--- config.mk ---
export PLATFORM = sky130hd
export DESIGN_NAME = ext_irq_detect
export DESIGN_NICKNAME = d
export VERILOG_FILES = /design/src/rtl/ext_irq_pkg.sv /design/src/rtl/eirq_sync.sv /design/src/rtl/eirq_event.sv /design/src/rtl/eirq_flag.sv /design/src/rtl/ext_irq_detect.sv
export SDC_FILE = /design/constraint.sdc
export NUM_CORES = 1
export LEC_CHECK = 0
export BUFFER_PORTS_ARGS = -buffer_cell sky130_fd_sc_hd__buf_2
export CAP_MARGIN = 25
export CELL_PAD_IN_SITES_DETAIL_PLACEMENT = 0
export CELL_PAD_IN_SITES_GLOBAL_PLACEMENT = 2
export CORE_AREA = 2 2 39 41
export CTS_CLUSTER_SIZE = 24
export DETAILED_ROUTE_END_ITERATION = 8
export DIE_AREA = 0 0 41 43
export PLACE_DENSITY_LB_ADDON = 0.1
export SYNTH_ARGS = -nofsm -noshare
export SYNTH_HDL_FRONTEND = slang
export SYNTH_SLANG_ARGS = --single-unit
--- constraint.sdc ---
create_clock -name clk -period 1.09 [get_ports clk]
set_input_delay 0.1635 -clock clk [delete_from_list [all_inputs] [get_ports clk]]
set_output_delay 0.1635 -clock clk [all_outputs]
set_load 0.01 [all_outputs]
--- src/rtl/ext_irq_pkg.sv ---
package ext_irq_pkg;
  typedef struct packed {
    logic pin_en;
    logic pol;
    logic level_mode;
    logic irq_en;
  } irq_cfg_t;
endpackage

--- src/rtl/eirq_sync.sv ---
module eirq_sync #(
  parameter int STAGES = 2
) (
  input  logic clk,
  input  logic rst_n,
  input  logic d,
  output logic q
);
  localparam int TOP = STAGES - 1;
  logic [TOP:0] shreg;

  always_ff @(posedge clk or negedge rst_n) begin
    if (!rst_n) shreg <= '0;
    else        shreg <= {shreg[TOP-1:0], d};
  end

  assign q = shreg[TOP];
endmodule

--- src/rtl/eirq_event.sv ---
module eirq_event
  import ext_irq_pkg::*;
(
  input  logic     clk,
  input  logic     rst_n,
  input  logic     level,
  input  irq_cfg_t cfg,
  output logic     evt
);
  logic act;
  logic prev_act;
  logic edge_seen;

  // active-level view of the synchronized pin
  assign act = cfg.pol ? level : ~level;

  // starts "active" so no edge is inferred before an inactive sample is seen
  always_ff @(posedge clk or negedge rst_n) begin
    if (!rst_n) prev_act <= 1'b1;
    else        prev_act <= act;
  end

  assign edge_seen = act & ~prev_act;
  assign evt = cfg.pin_en & (edge_seen | (cfg.level_mode & act));
endmodule

--- src/rtl/eirq_flag.sv ---
module eirq_flag (
  input  logic clk,
  input  logic rst_n,
  input  logic evt,
  input  logic clr,
  output logic flag
);
  // an event in the clear cycle wins
  always_ff @(posedge clk or negedge rst_n) begin
    if (!rst_n) flag <= 1'b0;
    else        flag <= evt | (flag & ~clr);
  end
endmodule

--- src/rtl/ext_irq_detect.sv ---
module ext_irq_detect
  import ext_irq_pkg::*;
#(
  parameter int SYNC_STAGES = 2
) (
  input  logic clk,
  input  logic rst_n,
  input  logic pin_i,
  input  logic cfg_pin_en,
  input  logic cfg_pol,
  input  logic cfg_level_mode,
  input  logic cfg_irq_en,
  input  logic flag_clr,
  input  logic clocks_stopped,
  output logic flag_o,
  output logic irq_o,
  output logic pin_level_o,
  output logic wake_o
);
  localparam int STAGES = (SYNC_STAGES < 2) ? 2 : SYNC_STAGES;

  irq_cfg_t cfg;
  logic     sync_level;
  logic     evt;

  assign cfg = '{pin_en: cfg_pin_en, pol: cfg_pol,
                 level_mode: cfg_level_mode, irq_en: cfg_irq_en};

  eirq_sync #(.STAGES(STAGES)) u_sync (
    .clk(clk), .rst_n(rst_n), .d(pin_i), .q(sync_level)
  );

  eirq_event u_event (
    .clk(clk), .rst_n(rst_n), .level(sync_level), .cfg(cfg), .evt(evt)
  );

  eirq_flag u_flag (
    .clk(clk), .rst_n(rst_n), .evt(evt), .clr(flag_clr), .flag(flag_o)
  );

  assign irq_o       = flag_o & cfg.irq_en;
  assign pin_level_o = sync_level;
  // clockless path for stop mode
  assign wake_o      = clocks_stopped & cfg.pin_en & ~(pin_i ^ cfg.pol);
endmodule

==> metrics.txt, run 1 <==
Worst Skew 6.317 ps; number of synthesis warnings 0; vias 134; Pint ~0.34 mW; All-Layer GR Usage 0.05327; max_slew headroom 0.8407; Yosys top cell area share 0.4959; CTS H-tree depth 1; Critical Path Max Stage Delay roughly 380 ps; Least-Margin Pin Slew 237.3 ps; Seq pwr share 0.392; setup slack after layout slightly below 60 ps; top post-synthesis cells by area dfrtp_1 50%, dfstp_2 17%, xnor2_1 12%, a32o_1 6.6%, and2_1 4.1%; Final Hold Viols 0; TritonCTS clock tree yes; commonest non-fill, non-tap cell in the layout buf_2; FF+latch count, synth 4; status completed; Critical Path End Type primary output; Root Driver clkbuf_4; Layout Nets 38; WL/cell 8.295 µm; Remaining DRCs 0; Max VDD drop between 0.3 and 0.4 mV; clock-pin slew on the worst setup and hold paths roughly 40 ps; fin. max-slew vios 0; n_diodes 0; core area ~1400 µm²; WP data arrival 870 ps; Setup WS pre-CTS 165.2 ps; CTS Buf Count 3; IO Pins 13; Pre-antenna DRT Iters 1; vias in the first global route roughly 140; Synth Area per Inst 13.76 µm²; Max Clk Rate 970.5 MHz; GP Congestion 0.5726; switch share 0.2171; most frequent cells in the layout 11 x buf_2, 3 x clkbuf_4, 3 x dfrtp_1, 2 x xnor2_1; Iteration-0 DRC Markers 0; first-pass GRT wire length around 570 µm; startpoint types register; Worst-Skew Late Latency approximately 240 ps; die area 1763 µm²; TritonCTS sink count 4; Initial Util 0.1094; cell count after synthesis 11; cell taking the most area after synthesis dfrtp_1; Clock Power Share 0.461; area grow syn2layout 82.64%; CP Max Fanout 3; pin count of the biggest net entering global routing 5; CP max-delay cell dfrtp_1; Leakage between 0.1 and 0.15 nW; PD cells 1569 nW/µm²; minimum clock period 1030 ps; cells along the critical path and2_4 -> buf_6; Post-Route WL about 370 µm; layout cells sized above 1 0.6071; PortBufs 12; maxcap violations 0; deepest clock path buffer count 2; Gate power share 0.146; Synth Net Count 20; kind of critical path reg2out; antenna violations before repair 0; Critical Path RT 930 ps; row cnt 14; final setup violation count 0; HP Class in2reg; DIE WIDTH 41 µm; RSZ-0062 raised after global routing no; Fillers ~150; net switching power around 0.094 mW; Post-DRT Antenna Nets 0; Final Cycle Share 0.9453; Die Span Y 43 µm; Vias/cell roughly 3; Yosys cell types 8; Sum Neg Setup Slack 0 ps; Mapped Area 151.4 µm²; grt total ovfl 0; post-synthesis sequential area ratio 0.6694
[path summary, 6_finish.rpt]
check                                         to  depth (start not counted)        startpoint  slack, ps
worst max-delay path                       irq_o                          2       u_flag.flag         60
worst min-delay path             u_sync.shreg[0]                          1             pin_i         60
worst max register to register       u_flag.flag                          2  u_event.prev_act        170
worst min register to register   u_sync.shreg[1]                          0   u_sync.shreg[0]        340
max in group asynchronous       u_event.prev_act                          2             rst_n        620
min in group asynchronous        u_sync.shreg[1]                          2             rst_n        260
[power groups by stage]
stage	clock network (mW)	registers (mW)	logic [mW]
2_1_floorplan	0	0.175	0.0199
3_3_place_gp	0	0.172	0.0554
3_5_place_dp	0	0.172	0.0563
4_1_cts	0.211	0.170	0.0592
5_1_grt	0.218	0.173	0.0707
6_report	0.200	0.170	0.0634
[cell usage after synthesis]
cell      count
nand2b_1      1
and2_1        1
inv_1         1
xnor2_1       2
a32o_1        1
and3_1        1
dfstp_2       1
dfrtp_1       3
[flip-flops by register name, summed over array words and instances, names as in the netlist]
signal and cells:
u_event.prev_act 1, u_flag.flag 1, u_sync.shreg 2
[critical path, delay by kind of cell, from the launching register on]
kind	cells	cell delay [ps]
flip-flops	1	380
AND/OR/NAND/NOR	1	140
buffers and inverters	1	110
[cell type report]
type / instances / area, µm² / area share
flip-flops and latches: 4 / 101.3 / 0.3665
multi-input cells: 6 / 48.80 / 0.1765
inverters: 1 / 3.754 / 0.01357
clock buffers: 4 / 26.28 / 0.09502
well taps: 16 / 20.02 / 0.07240
repair buffers: 13 / 76.32 / 0.2760
[metal layers]
layer,track usage,vias up,wire length (µm)
met5,0,-,0
met1,0.06129,56,144
met4,0.04000,0,0
met2,0.06875,8,173
li1,-,70,-
met3,0.03141,0,48
[cells by family after synthesis]
family,after synthesis,synth area share
flip-flops,4,0.6694
AND/OR/NAND/NOR,3,0.1240
XOR/XNOR,2,0.1157
AO/OA/AOI/OAI,1,0.06612
buffers and inverters,1,0.02477
[stage by stage]
step                        util  hold slack, ps  cell area (µm²)  std cells  power (mW)
final                     0.1998           63.33            276.5         44      0.4338
after global routing      0.1998           58.88            276.5         44      0.4613
after CTS                 0.1935           59.24            267.8         44      0.4408
after detailed placement  0.1673          -23.71            231.5         39      0.2286
after global placement    0.1673          -25.79            231.5         39      0.2270
after floorplan                -          -132.1            151.4         11      0.1946
[what timing repair did]
item / in CTS / in global routing
hold endpoints to repair: 4 / 0
hold buffers: 1 / 0
buffers inserted: 0 / 0
endpoints found under the setup margin: 0 / 1
gates resized for setup: 0 / 2
No activity file was read; power rests on OpenSTA's default activity.
==> run 2: changes to the inputs <==
--- a/config.mk
+++ b/config.mk
@@ -13,6 +13,7 @@
 export CTS_CLUSTER_SIZE = 24
 export DETAILED_ROUTE_END_ITERATION = 8
 export DIE_AREA = 0 0 41 43
+export MAX_ROUTING_LAYER = met4
 export PLACE_DENSITY_LB_ADDON = 0.1
 export SYNTH_ARGS = -nofsm -noshare
 export SYNTH_HDL_FRONTEND = slang
==> constraint.sdc (replaced) <==
create_clock -name clk -period 0.9 [get_ports clk]
set_input_delay 0.135 -clock clk [delete_from_list [all_inputs] [get_ports clk]]
set_output_delay 0.135 -clock clk [all_outputs]
set_load 0.01 [all_outputs]
==> run 2 against run 1 <==
  * The flow now finishes with violations (negative setup slack)
  * Via count increased by 8.2%
  * Count of clock-buffer cells in the layout unchanged
  * Cell count increased by 2.3%
  * Critical path type unchanged
  * Largest cell class unchanged
==> metrics.txt, run 2 (synthesis results as in run 1) <==
GP Congestion 0.5389; final setup violation count 3; antenna violations before repair 0; Final Hold Viols 0; Power Total about 0.53 mW; status finished, violations left; CTS Buf Count 3; WL/cell 8.222 µm; Leakage 0.1485 nW; TritonCTS sink count 4; Iteration-0 DRC Markers 1; Initial Util 0.1094; commonest non-fill, non-tap cell in the layout buf_2; PortBufs 12; maxcap violations 0; All-Layer GR Usage 0.05888; Clock Power Share 0.466; Vias/cell 3.222; most frequent cells in the layout 12 x buf_2, 3 x clkbuf_4, 3 x dfrtp_1; RSZ-0062 raised after global routing yes; Layout Nets 39; Root Driver clkbuf_4; Seq pwr share 0.387; area grow syn2layout 86.78%; n_diodes 0; Largest register FFs 2; core area 1384 µm²; grt total ovfl 0; Gate power share 0.147; switch share 0.2261; PD cells about 1900 nW/µm²; Layout Cells excl Fill 45; biggest regs u_sync.shreg: 2 flops, u_event.prev_act: 1 flops, u_flag.flag: 1 flops; net switching power 0.1206 mW; Post-Route WL 370 µm; IO Pins 13; TritonCTS clock tree yes; Critical Path End Type primary output; CTS H-tree depth 1; Post-DRT Antenna Nets 0; Critical Path RT 760 ps; Least-Margin Pin Slew approximately 140 ps; reg2reg setup slack 0 ps; startpoint types register; Largest Register u_sync.shreg; Post-Layout Inst Area 282.8 µm²; HP Class in2reg; clock-pin slew on the worst setup and hold paths 40 ps; max_slew headroom 0.9058; setup slack after layout -112.5 ps; post-placement cell area between 200 and 250 µm²; Final Cycle Share 1.125; pin count of the biggest net entering global routing 5; failing checks negative setup slack; WP data arrival 880 ps; Max VDD drop 0.3857 mV; layout cells sized above 1 0.6207; DIE WIDTH 41 µm; fin. max-slew vios 0; CP Max Fanout 3; kind of critical path reg2out; Remaining DRCs 0; row cnt 14; Worst Skew 6.504 ps; deepest clock path buffer count 2; vias in the first global route 153; first-pass GRT wire length around 550 µm; vias around 150; die area 1763 µm²; Pre-antenna DRT Iters 3; Worst-Skew Late Latency 240 ps; Pint slightly above 0.4 mW; dpl cells 39; Max Clk Rate 987.6 MHz; minimum clock period 1013 ps; Die Span Y approximately 43 µm
==> run 2: cell type report <==
cell class / count / area, µm²
Inverter: 1 / 3.754
Fill cell: 148 / 1101
Clock buffer: 4 / 26.28
Tap cell: 16 / 20.02
Sequential cell: 4 / 101.3
Multi-Input combinational cell: 6 / 53.80
Timing Repair Buffer: 14 / 77.57
==> run 2: path summary, 6_finish.rpt <==
kind	startpoint	endpoint	cells after the start
max	u_flag.flag	irq_o	2
min	pin_i	u_sync.shreg[0]	1
max reg2reg	u_event.prev_act	u_flag.flag	2
min reg2reg	u_sync.shreg[0]	u_sync.shreg[1]	0
max in group asynchronous	rst_n	u_event.prev_act	2
min in group asynchronous	rst_n	u_sync.shreg[0]	2
==> run 2: per-layer routing <==
| metal | vias up | routed length, µm | GRT usage |
|---|---|---|---|
| met3 | 2 | 53 | 0.03141 |
| li1 | 71 | - | - |
| met5 | - | 0 | - |
| met2 | 12 | 175 | 0.07813 |
| met4 | 0 | 16 | 0.1000 |
| met1 | 60 | 125 | 0.03583 |
==> run 2: what timing repair did <==
item	in CTS	in global routing
hold buffers	1	0
resized for setup	1	0
pin swaps	2	1
setup endpoints to repair	4	4
buffers inserted	1	0
hold endpoints to repair	4	0
==> run 2: per-stage QoR <==
stage	TNS [ps]	setup slack (ps)	util	hold slack, ps
4_1_cts	-201.4	-129.7	0.2043	21.81
2_1_floorplan	0	0.7691	-	-160.6
3_3_place_gp	0	1.965	0.1673	-53.74
6_report	-133.6	-112.5	0.2043	34.39
5_1_grt	-259.0	-157.2	0.2043	26.50
3_5_place_dp	-19.98	-19.98	0.1673	-55.66
==> run 2: power by group through the flow <==
stage | Sequential, mW | Clock, mW | Combinational, mW
final | 0.206 | 0.249 | 0.0783
after global routing | 0.208 | 0.282 | 0.0868
after CTS | 0.207 | 0.267 | 0.0813
after detailed placement | 0.208 | 0 | 0.0680
after global placement | 0.208 | 0 | 0.0672
after floorplan | 0.212 | 0 | 0.0241
==> run 2: critical path, cell delays in order (launching register included) <==
cell and delay (ps):
dfrtp_1 380, and2_1 130, buf_2 130
==> run 3: changes to the inputs <==
==> constraint.sdc (replaced) <==
create_clock -name clk -period 0.9 [get_ports clk]
set_input_delay 0.18 -clock clk [delete_from_list [all_inputs] [get_ports clk]]
set_output_delay 0.18 -clock clk [all_outputs]
set_load 0.01 [all_outputs]
==> run 3 against run 2 <==
  * The flow still finishes with violations (negative setup slack)
  * Via count fell by 0.69%
  * Register-to-register slack barely moved
  * Critical path depth did not move
  * Hold slack improved by 45 ps
  * Wire length fell by 1.4%
  * Sequential power barely moved
  * Largest power group unchanged
==> metrics.txt, run 3 (synthesis results as in run 1) <==
status finished, violations left; failing checks negative setup slack; Vias/cell 3.200; setup slack after layout -158.4 ps; biggest regs u_sync.shreg: 2 flops, u_event.prev_act: 1 flops, u_flag.flag: 1 flops; Critical Path End Type primary output; Layout Nets 39; commonest non-fill, non-tap cell in the layout buf_2; startpoint types register; die area ~1800 µm²; Root Driver clkbuf_4; Largest register FFs 2; IO Pins 13; Post-Route WL 365 µm; first-pass GRT wire length 558 µm; Final Cycle Share 1.176; Remaining DRCs 0; Iteration-0 DRC Markers 2; clock-pin slew on the worst setup and hold paths approximately 40 ps; dpl cells 39; pin count of the biggest net entering global routing 5; CP Max Fanout 3; Worst-Skew Late Latency 240 ps; minimum clock period 1058 ps; fin. max-slew vios 0; Post-DRT Antenna Nets 0; vias around 140; area grow syn2layout 97.52%; CTS H-tree depth 1; vias in the first global route 159; Max Clk Rate 944.8 MHz; WHS 79.62 ps; Max VDD drop 0.3684 mV; Least-Margin Pin Slew 147.8 ps; Initial Util 0.1094; utilization after layout 0.2161; post-placement cell area 231.5 µm²; Critical Path RT 720 ps; Die Span Y 43 µm; Leakage 0.1571 nW; Setup WS pre-CTS -18.76 ps; maxcap violations 0; HP Class in2reg; Layout Cells excl Fill 45; GP Congestion 0.5398; Largest Register u_sync.shreg; WP data arrival 880 ps; RSZ-0062 raised after global routing yes; All-Layer GR Usage 0.05688; row cnt 14; core area about 1400 µm²; kind of critical path reg2out; antenna violations before repair 0; PD cells 1801 nW/µm²; Post-Layout Inst Area 299.0 µm²; Worst Skew 5.754 ps; n_diodes 0; deepest clock path buffer count 2; TritonCTS clock tree yes; PortBufs 12; CTS Buf Count 3; Final Hold Viols 0; max_slew headroom 0.9010; most frequent cells in the layout 10 x buf_2, 3 x clkbuf_4, 3 x dfrtp_1, 2 x xnor2_2, 2 x buf_4; WL/cell 8.111 µm; Pre-antenna DRT Iters 2; reg2reg setup slack 0 ps; layout cells sized above 1 0.6552; grt total ovfl 0; DIE WIDTH 41 µm; final setup violation count 4; TritonCTS sink count 4
-- run 3: cell count changes in the layout (fill, tap and decap cells not counted) --
cell / previous run / this run
buf_2: 12 / 10
buf_4: 1 / 2
buf_6: 0 / 1
xnor2_1: 1 / 0
xnor2_2: 1 / 2
-- run 3: per-stage QoR --
stage / setup TNS, ps / power, mW
2_1_floorplan: 0 / 0.2356
3_3_place_gp: -15.22 / 0.2754
3_5_place_dp: -19.02 / 0.2766
4_1_cts: -337.2 / 0.5529
5_1_grt: -402.7 / 0.5825
6_report: -262.3 / 0.5386
-- run 3: path summary, 6_finish.rpt --
kind                       cells after the start              from          endpoint
min                                            1             pin_i   u_sync.shreg[0]
max reg2reg                                    2  u_event.prev_act       u_flag.flag
min in group asynchronous                      2             rst_n   u_sync.shreg[0]
max in group asynchronous                      2             rst_n  u_event.prev_act
min reg2reg                                    0   u_sync.shreg[0]   u_sync.shreg[1]
max                                            2       u_flag.flag             irq_o
-- run 3: power by group --
part | internal [mW] | switching [mW] | total (mW)
clock network | 0.167 | 0.0787 | 0.245
logic | 0.0537 | 0.0327 | 0.0864
registers | 0.199 | 0.00776 | 0.207
total | 0.419 | 0.119 | 0.539
-- run 3: repair_timing --
item                                    4_1_cts  5_1_grt
pin swaps                                     4        3
endpoints found under the setup margin        5        5
resized for setup                             2        3
buffers inserted                              1        0
hold endpoints to repair                      4        0
hold buffers                                  1        0
-- run 3: routing by layer --
metal	global-route usage	vias up	routed length [µm]
met2	0.07813	12	170
met4	0.08000	0	16
li1	-	71	-
met5	-	-	0
met1	0.03922	59	129
met3	0.03141	2	49
-- run 3: final cells by class --
class | instances | area [µm²]
Timing Repair Buffer | 14 | 86.33
Clock buffer | 4 | 26.28
Sequential cell | 4 | 101.3
Fill cell | 151 | 1085
Multi-Input combinational cell | 6 | 61.31
Inverter | 1 | 3.754
Tap cell | 16 | 20.02
-- run 3: worst max-delay path, stage by stage, from the launching register on --
cell     delay, ps
dfrtp_1        380
and2_1         130
buf_2          130
